File: src/rtl/pcm_tx_pkg.sv
package pcm_tx_pkg;
  typedef enum logic {
    FRAME_I2S = 1'b0,
    FRAME_LJ  = 1'b1
  } frame_e;
endpackage

File: src/rtl/pcm_tx_edge.sv
module pcm_tx_edge (
  input  logic clk,
  input  logic rst_n,
  input  logic bck,
  input  logic lrck,
  output logic bck_fall,
  output logic lrck_s
);
  logic bck_q, bck_q2, lrck_q;

  always_ff @(posedge clk) begin
    if (!rst_n) begin
      bck_q  <= 1'b1;
      bck_q2 <= 1'b1;
      lrck_q <= 1'b0;
    end else begin
      bck_q  <= bck;
      bck_q2 <= bck_q;
      lrck_q <= lrck;
    end
  end

  assign bck_fall = bck_q2 & ~bck_q;
  assign lrck_s   = lrck_q;
endmodule

File: src/rtl/pcm_tx_counter.sv
module pcm_tx_counter #(
  parameter int CNT_W = 6
) (
  input  logic             clk,
  input  logic             rst_n,
  input  logic             bck_fall,
  input  logic             lrck_s,
  input  logic             lrck_rst_level,
  output logic             lrck_chg,
  output logic [CNT_W-1:0] cnt_nxt
);
  localparam logic [CNT_W-1:0] CNT_MAX = '1;

  logic [CNT_W-1:0] cnt_q;
  logic             lrck_last;

  assign lrck_chg = lrck_s != lrck_last;
  assign cnt_nxt  = lrck_chg ? '0 : ((cnt_q == CNT_MAX) ? CNT_MAX : cnt_q + 1'b1);

  always_ff @(posedge clk) begin
    if (!rst_n) begin
      cnt_q     <= CNT_MAX;
      lrck_last <= lrck_rst_level;
    end else if (bck_fall) begin
      cnt_q     <= cnt_nxt;
      lrck_last <= lrck_s;
    end
  end

  a_r9_restart: assert property (@(posedge clk) disable iff (!rst_n)
    (bck_fall && lrck_chg) |=> (cnt_q == '0));

  a_r9_advance: assert property (@(posedge clk) disable iff (!rst_n)
    (bck_fall && !lrck_chg && cnt_q != CNT_MAX) |=> (cnt_q == $past(cnt_q) + 1'b1));

  a_r9_hold: assert property (@(posedge clk) disable iff (!rst_n)
    !bck_fall |=> $stable(cnt_q));
endmodule

File: src/rtl/pcm_tx_hold.sv
module pcm_tx_hold #(
  parameter int SAMPLE_W = 24
) (
  input  logic                clk,
  input  logic                rst_n,
  input  logic                in_valid,
  input  logic [SAMPLE_W-1:0] in_left,
  input  logic [SAMPLE_W-1:0] in_right,
  input  logic                load,
  output logic [SAMPLE_W-1:0] next_left,
  output logic [SAMPLE_W-1:0] act_left,
  output logic [SAMPLE_W-1:0] act_right
);
  logic [SAMPLE_W-1:0] pend_l, pend_r;
  logic                pend_full;

  assign next_left = pend_full ? pend_l : act_left;

  always_ff @(posedge clk) begin
    if (!rst_n) begin
      pend_l    <= '0;
      pend_r    <= '0;
      pend_full <= 1'b0;
      act_left  <= '0;
      act_right <= '0;
    end else begin
      if (load && pend_full) begin
        act_left  <= pend_l;
        act_right <= pend_r;
      end
      if (in_valid) begin
        pend_l    <= in_left;
        pend_r    <= in_right;
        pend_full <= 1'b1;
      end else if (load) begin
        pend_full <= 1'b0;
      end
    end
  end

  a_r8_pending: assert property (@(posedge clk) disable iff (!rst_n)
    in_valid |=> pend_full);

  a_r8_keep_active: assert property (@(posedge clk) disable iff (!rst_n)
    !load |=> ($stable(act_left) && $stable(act_right)));
endmodule

File: src/rtl/pcm_serial_tx.sv
module pcm_serial_tx
  import pcm_tx_pkg::*;
#(
  parameter int SAMPLE_W   = 24,
  parameter int SHORT_W    = 16,
  parameter int LONG_SLOT  = 32,
  parameter int SHORT_SLOT = 16
) (
  input  logic                clk,
  input  logic                rst_n,
  input  logic                in_valid,
  input  logic [SAMPLE_W-1:0] in_left,
  input  logic [SAMPLE_W-1:0] in_right,
  input  logic [1:0]          fmt,
  input  logic                master,
  input  logic                bck,
  input  logic                lrck,
  output logic                sdo
);
  localparam int CNT_W = $clog2(2 * LONG_SLOT);
  localparam logic [CNT_W-1:0] SLOT_L = CNT_W'(LONG_SLOT);
  localparam logic [CNT_W-1:0] SLOT_S = CNT_W'(SHORT_SLOT);
  localparam logic [CNT_W-1:0] WLEN_L = CNT_W'(SAMPLE_W);
  localparam logic [CNT_W-1:0] WLEN_S = CNT_W'(SHORT_W);
  localparam int CARRY_IDX = SAMPLE_W - SHORT_W;

  // Bit idx (0 = MSB) of a word, zero past the word length.
  function automatic logic word_bit(input logic [SAMPLE_W-1:0] w,
                                    input logic [CNT_W-1:0] idx,
                                    input logic [CNT_W-1:0] wlen);
    logic [SAMPLE_W-1:0] shifted;
    shifted = w << idx;
    return (idx < wlen) ? shifted[SAMPLE_W-1] : 1'b0;
  endfunction

  frame_e              fmode;
  logic                word16, left_now, load, bit_out;
  logic                bck_fall, lrck_s, lrck_chg;
  logic [CNT_W-1:0]    cnt_nxt, slot_len, wlen;
  logic [SAMPLE_W-1:0] next_left, act_left, act_right, cur_word, prev_word;

  assign fmode    = frame_e'(fmt[0]);
  assign word16   = fmt[1] & ~master;
  assign slot_len = word16 ? SLOT_S : SLOT_L;
  assign wlen     = word16 ? WLEN_S : WLEN_L;
  assign left_now = (fmode == FRAME_LJ) ? lrck_s : ~lrck_s;
  assign load     = bck_fall & lrck_chg & left_now;

  pcm_tx_edge i_edge (
    .clk      (clk),
    .rst_n    (rst_n),
    .bck      (bck),
    .lrck     (lrck),
    .bck_fall (bck_fall),
    .lrck_s   (lrck_s)
  );

  pcm_tx_counter #(.CNT_W(CNT_W)) i_counter (
    .clk            (clk),
    .rst_n          (rst_n),
    .bck_fall       (bck_fall),
    .lrck_s         (lrck_s),
    .lrck_rst_level (~fmt[0]),
    .lrck_chg       (lrck_chg),
    .cnt_nxt        (cnt_nxt)
  );

  pcm_tx_hold #(.SAMPLE_W(SAMPLE_W)) i_hold (
    .clk       (clk),
    .rst_n     (rst_n),
    .in_valid  (in_valid),
    .in_left   (in_left),
    .in_right  (in_right),
    .load      (load),
    .next_left (next_left),
    .act_left  (act_left),
    .act_right (act_right)
  );

  assign cur_word  = left_now ? next_left : act_right;
  assign prev_word = left_now ? act_right : act_left;

  always_comb begin
    if (cnt_nxt >= slot_len)
      bit_out = 1'b0;
    else if (fmode == FRAME_LJ)
      bit_out = word_bit(cur_word, cnt_nxt, wlen);
    else if (cnt_nxt == '0)
      bit_out = word16 ? prev_word[CARRY_IDX] : 1'b0;
    else
      bit_out = word_bit(cur_word, cnt_nxt - 1'b1, wlen);
  end

  always_ff @(posedge clk) begin
    if (!rst_n)
      sdo <= 1'b0;
    else if (bck_fall)
      sdo <= bit_out;
  end

  a_r7_sdo_on_fall: assert property (@(posedge clk) disable iff (!rst_n)
    !bck_fall |=> $stable(sdo));

  a_r4_zero_pad: assert property (@(posedge clk) disable iff (!rst_n)
    (bck_fall && !word16 && cnt_nxt > WLEN_L) |=> !sdo);

  a_r9_past_slot: assert property (@(posedge clk) disable iff (!rst_n)
    (bck_fall && cnt_nxt >= slot_len) |=> !sdo);

  a_r6_master_long: assert property (@(posedge clk) disable iff (!rst_n)
    (master && bck_fall && cnt_nxt >= SLOT_S && cnt_nxt <= WLEN_L &&
     fmode == FRAME_LJ && cnt_nxt < SLOT_L) |=> (sdo == $past(bit_out)));
endmodule

File: config.mk
export PLATFORM = sky130hd
export DESIGN_NAME = pcm_serial_tx
export DESIGN_NICKNAME = d
export VERILOG_FILES = /design/src/rtl/pcm_tx_pkg.sv /design/src/rtl/pcm_tx_edge.sv /design/src/rtl/pcm_tx_counter.sv /design/src/rtl/pcm_tx_hold.sv /design/src/rtl/pcm_serial_tx.sv
export SDC_FILE = /design/constraint.sdc
export NUM_CORES = 1
export LEC_CHECK = 0
export ABC_CLOCK_PERIOD_IN_PS = 7500
export CAP_MARGIN = 20
export CORE_ASPECT_RATIO = 0.9
export CORE_MARGIN = 2
export CORE_UTILIZATION = 45
export CTS_BUF_LIST = sky130_fd_sc_hd__clkbuf_8
export CTS_CLUSTER_DIAMETER = 200
export DETAILED_ROUTE_END_ITERATION = 8
export GPL_ROUTABILITY_DRIVEN = 0
export PLACE_DENSITY = 0.66
export SLEW_MARGIN = 15
export SYNTH_ARGS = -nofsm -noshare
export SYNTH_HDL_FRONTEND = slang
export SYNTH_SLANG_ARGS = --single-unit
export TNS_END_PERCENT = 20
File: constraint.sdc
create_clock -name clk -period 7.5 [get_ports clk]
set_clock_uncertainty 0.2 [all_clocks]
set_input_delay 2.25 -clock clk [delete_from_list [all_inputs] [get_ports clk]]
set_output_delay 2.25 -clock clk [all_outputs]
set_load 0.005 [all_outputs]
== Word level (Yosys, flattened, before mapping) ==
Index checks and enable logic that the tools add are counted.
Cells by class
  add/subtract/negate cells: 2
  equality and inequality tests: 3
  shift operators: 2
  order comparisons: 3
  reduce and logical (&&, ||, !) cells: 3
  bitwise logic cells: 8
  mux-type cells: 18
Operators by type and width (number)
  24-bit two-way mux: 2
  24-bit by 6-bit left shift with 24-bit output: 2
  6-bit two-way mux: 3
  6-bit by 5-bit < comparator with 1-bit output: 2
  1-bit two-way mux: 11
  9-bit two-way mux: 1
  6-bit by 1-bit adder with 6-bit output, second input constant: 1
  6-bit equality test, second input constant: 1
  6-bit >= comparator: 1
  6-bit logical NOT: 1
  6-bit by 1-bit subtractor with 6-bit output, second input constant: 1
  1-bit bitwise AND: 4
  4-bit two-way mux: 1
  1-bit NOT: 4
  2-bit by 1-bit != test with 1-bit output, second input constant: 1
  2-bit nonzero test: 1
  1-bit logical AND: 1
  1-bit != test: 1
Word-level totals
  bits in registers: 108
  logic and storage cells: 50
  output and inout bits: 1
  bits of input ports: 56

== Logic depth before layout (Yosys ltp) ==
  depth after elaboration: 9
  gate-level depth with buffers: 11
  depth with buffers taken out: 11

== Cells and area by module ==
From an unflattened synthesis, not the netlist that was laid out.
Unflattened totals
  cells, all modules: 605
  area total of the unflattened synthesis: 5537.8 um2
Modules (own cells, without submodules)
  pcm_tx_hold: cells each 404, instances 1, area an instance 4011.3 um2, sequential area each 1941.9 um2
  pcm_serial_tx: cells each 141, instances 1, area an instance 983.4 um2, sequential area each 20.0 um2
  pcm_tx_counter: cells each 53, instances 1, area an instance 457.9 um2, sequential area each 150.1 um2
  pcm_tx_edge: cells each 7, instances 1, area an instance 85.1 um2, sequential area each 60.1 um2

== Worst setup path after synthesis ==
Ideal clock, no wire load.
  path kind: input to register
  start point: input port fmt[0]
  end point: register sdo
  stages: 8
  data arrival time: 4.051 ns
  slack: 3.180 ns
  required time: 7.230 ns
  library setup time: 0.070 ns
  buffers on the path: 1
  cells stage by stage: xnor2_2 buf_6 mux2i_1 mux4_2 mux2i_1 nor3_1 or4_1 a21oi_1
Between the ends
  cells in the longest elaborated chain, start to end: 7
  elaborated cells between the ends (all ways): 11
  classes of those cells: 2 x shift; 9 x mux
Ends and longest elaborated chain
  start: declaration: RTL line pcm_serial_tx.sv:14  | input logic [1:0] fmt,
  1-bit two-way mux: RTL line pcm_serial_tx.sv:46  | assign left_now = (fmode == FRAME_LJ) ? lrck_s : ~lrck_s;
  24-bit two-way mux: RTL line pcm_serial_tx.sv:80  | assign cur_word = left_now ? next_left : act_right;
  24-bit by 6-bit left shift with 24-bit output: RTL line pcm_serial_tx.sv:32  | shifted = w << idx;
  1-bit two-way mux: RTL line pcm_serial_tx.sv:33  | return (idx < wlen) ? shifted[SAMPLE_W-1] : 1'b0;
  1-bit two-way mux: RTL line pcm_serial_tx.sv:88  | else if (cnt_nxt == '0)
  1-bit two-way mux *: RTL line pcm_serial_tx.sv:86  | else if (fmode == FRAME_LJ)
  1-bit two-way mux *: RTL line pcm_serial_tx.sv:84  | if (cnt_nxt >= slot_len)
  end signal: assignment: RTL line pcm_serial_tx.sv:98  | sdo <= bit_out;
  end: declaration: RTL line pcm_serial_tx.sv:18  | output logic sdo
Every way passes the cells marked *; elsewhere a longest branch is shown, timed or not.
A chain may end at the register's enable or synchronous reset.

== Worst setup path in the final report ==
Same ends and word-level chain as after synthesis.

==> run metrics <==
H-tree depth 3; crit path time final 5.29 ns; # resized after CTS 0; final wirelength 12200 um; Rel. slew slack 0.265; io pins 57; RSZ-0062 raised after global routing no; first-pass GRT wire length 19700 um; antenna cells 0; number of synthesized flops with an enable pin 1; Synth Cell Area 5200 um^2; mean post-synth cell area 8.76 um^2; Starting Density 0.458; post-route antenna net violation count 0; setup total negative slack 0 ns; CP max FO 36; CP Launch Type primary input; synth top area cells dfxtp_1 (41%), mux2i_1 (16%), nand2_1 (8.6%); Post-synth ARST share 0; placed insts 771; clock latency on the worst-skew pair 0.39 ns; period utilisation layout 0.705; Residual DRC 0; Total GRT Usage 0.201; Net Sw Frac 0.287; Via-to-Cell Ratio 5.39; status finished, final reports clean; maxcap violations 0; TritonRoute pass-1 iters 5; Yosys top cell by area dfxtp_1; clock buffer count from CTS 9; total gr overflow 0; Via Count 4242; num rows 37; CTS tree yes; drt initial violations 282; post-synth net total 654; critical path class primary input to flip-flop; CP arrival 5.40 ns; CTS max path bufs 2; Seq pwr share 0.470; WL/cell 15.4 um; hold buffer count at cts 0; number of port buffers 56; combinational share of power 0.213; FF+latch count, synth 108; Clock Power Share 0.317; worst hold slack 0.258 ns; final setup fails 0; Netlist cell types 52; initial antenna violation count 0; fin. max-slew vios 0; chip width 117 um; Area growth, synth to finish 16.8%; Max Fclk 189 MHz; leakage power 2.37 nW; worst slew pin tran 1.10 ns; Layout Nets 687; Synthesis Warnings 0; Pint 930 uW; Synth Instances 593; Post-synth top flop dfxtp_1; Worst VDD drop 0.126 mV; PwrDens 215 nW/um^2; Final Hold Vio Count 0; Die H 106 um; die area 12400 um^2; Clock Sinks 108; largest net degree at the start of global routing 52; Yosys top cell area share 0.412; share of cells above drive strength 1 0.0824; NetSw 375 uW; Final Util 0.535; Hold Path Class flip-flop to flip-flop; fillers 1079; vias in the first global route 4058; clock slew at reported path FFs 0.11 ns; Final HPWL DP 8710 um; Finished Layout Cells 787; post-CTS setup repair buffer count 0; crit end category flip-flop; total power 1.30 mW; Seq/Total Area, Yosys 0.418; Core ar. 11300 um^2; Root Buffer clkbuf_8; worst path required time 7.62 ns
==> worst max-delay path: stages <==
cell and delay, ns:
clkdlybuf4s50_1 0.57, xnor2_4 0.94, mux2i_1 0.30, mux4_2 0.52, mux2i_1 0.13, nor3_1 0.05
or4_1 0.49, a21oi_1 0.14
==> kinds of logic (layout without fill, tap and decap cells) <==
logic type | Yosys count | count (layout) | share of synthesized area
AND/OR/NAND/NOR | 219 | 219 | 0.175
buffers and inverters | 44 | 82 | 0.0366
AO/OA/AOI/OAI | 106 | 106 | 0.124
multiplexers | 105 | 105 | 0.218
XOR/XNOR | 6 | 6 | 0.0166
adder cells (fa/ha/maj) | 5 | 5 | 0.0120
flip-flops | 108 | 108 | 0.418
==> cell usage after synthesis, types with 2 or more instances <==
| cell type | number |
|---|---|
| nand2_1 | 119 |
| dfxtp_1 | 107 |
| mux2i_1 | 83 |
| nor2_1 | 63 |
| a21oi_1 | 53 |
| clkbuf_1 | 23 |
| mux2_2 | 17 |
| o21ai_0 | 16 |
| buf_1 | 7 |
| nand2b_1 | 6 |
| nand3_1 | 6 |
| o211ai_1 | 6 |
| buf_2 | 5 |
| ha_1 | 5 |
| mux4_2 | 5 |
| a31oi_1 | 4 |
| and2_1 | 4 |
| nand4_1 | 4 |
| nor3_1 | 4 |
| a2111oi_0 | 3 |
| a211oi_1 | 3 |
| buf_4 | 3 |
| inv_1 | 3 |
| nor2b_1 | 3 |
| nor4_1 | 3 |
| o22ai_1 | 3 |
| xnor2_1 | 3 |
| a21o_1 | 2 |
| a22oi_1 | 2 |
| and3_1 | 2 |
| and4_1 | 2 |
| inv_2 | 2 |
| o21ai_1 | 2 |
| o41ai_1 | 2 |
==> stage by stage <==
| step | cell area [um^2] | worst slack, ns |
|---|---|---|
| detailed placement | 5830 | 1.84 |
| global placement | 5830 | 1.95 |
| CTS | 6070 | 2.24 |
| global route | 6070 | 2.01 |
| finish | 6070 | 2.21 |
| floorplan | 5200 | 3.18 |
==> placed cells by master, fill, tap and decap left out, types with 3 or more instances in the layout <==
cell type,instances
and2_1,4
nand2_1,119
a21oi_1,53
nand2b_1,6
nor4_1,3
dfxtp_1,107
nand3_1,6
mux2i_1,83
clkbuf_8,11
o211ai_1,6
a31oi_1,4
xnor2_1,3
o21ai_0,16
nor3_1,4
buf_4,5
o22ai_1,3
nand4_1,4
ha_1,5
a2111oi_0,3
nor2b_1,3
inv_1,3
clkdlybuf4s50_1,55
mux4_2,5
a211oi_1,3
mux2_2,17
nor2_1,62
==> worst paths after layout <==
kind | startpoint | to | slack (ns) | depth (start not counted)
setup / recovery | fmt[0] | sdo | 2.21 | 8
hold / removal | i_hold.pend_r[9] | i_hold.act_right[9] | 0.26 | 2
setup reg to reg | i_counter.cnt_q[0] | sdo | 3.43 | 11
hold reg to reg | i_hold.pend_r[9] | i_hold.act_right[9] | 0.26 | 2
==> state kept, by name, indices dropped and copies added, names as in the netlist <==
signal,cells
i_hold.pend_r,24
i_edge.bck_q,1
i_hold.act_right,24
i_counter.lrck_last,1
i_edge.lrck_s,1
i_hold.pend_l,24
i_edge.bck_q2,1
i_counter.cnt_q,6
i_hold.pend_full,1
i_hold.act_left,24
sdo,1
==> area by class of cell <==
class | count | area, um^2 | share of cell area
flip-flops and latches | 108 | 2170 | 0.358
clock buffers | 11 | 151 | 0.0249
clock inverters | 5 | 88.8 | 0.0146
well taps | 156 | 195 | 0.0322
multi-input cells | 441 | 2850 | 0.469
repair buffers | 61 | 593 | 0.0977
inverters | 5 | 18.8 | 0.00309
==> layer usage <==
metal  vias up  global-route usage  part of all wire
met4         0              0.0597             0.019
li1       2124                   -                 -
met2       116               0.319              0.46
met3        16              0.0519             0.053
met1      1986               0.270              0.47
met5         -                   0                 0
==> power groups by stage <==
stage	sequential [mW]	clock, mW	combinational, mW
floorplan	0.619	0	0.204
global placement	0.626	0	0.271
detailed placement	0.626	0	0.273
CTS	0.613	0.425	0.275
global route	0.616	0.444	0.303
finish	0.613	0.414	0.278
(Power assumes the default switching activity.)
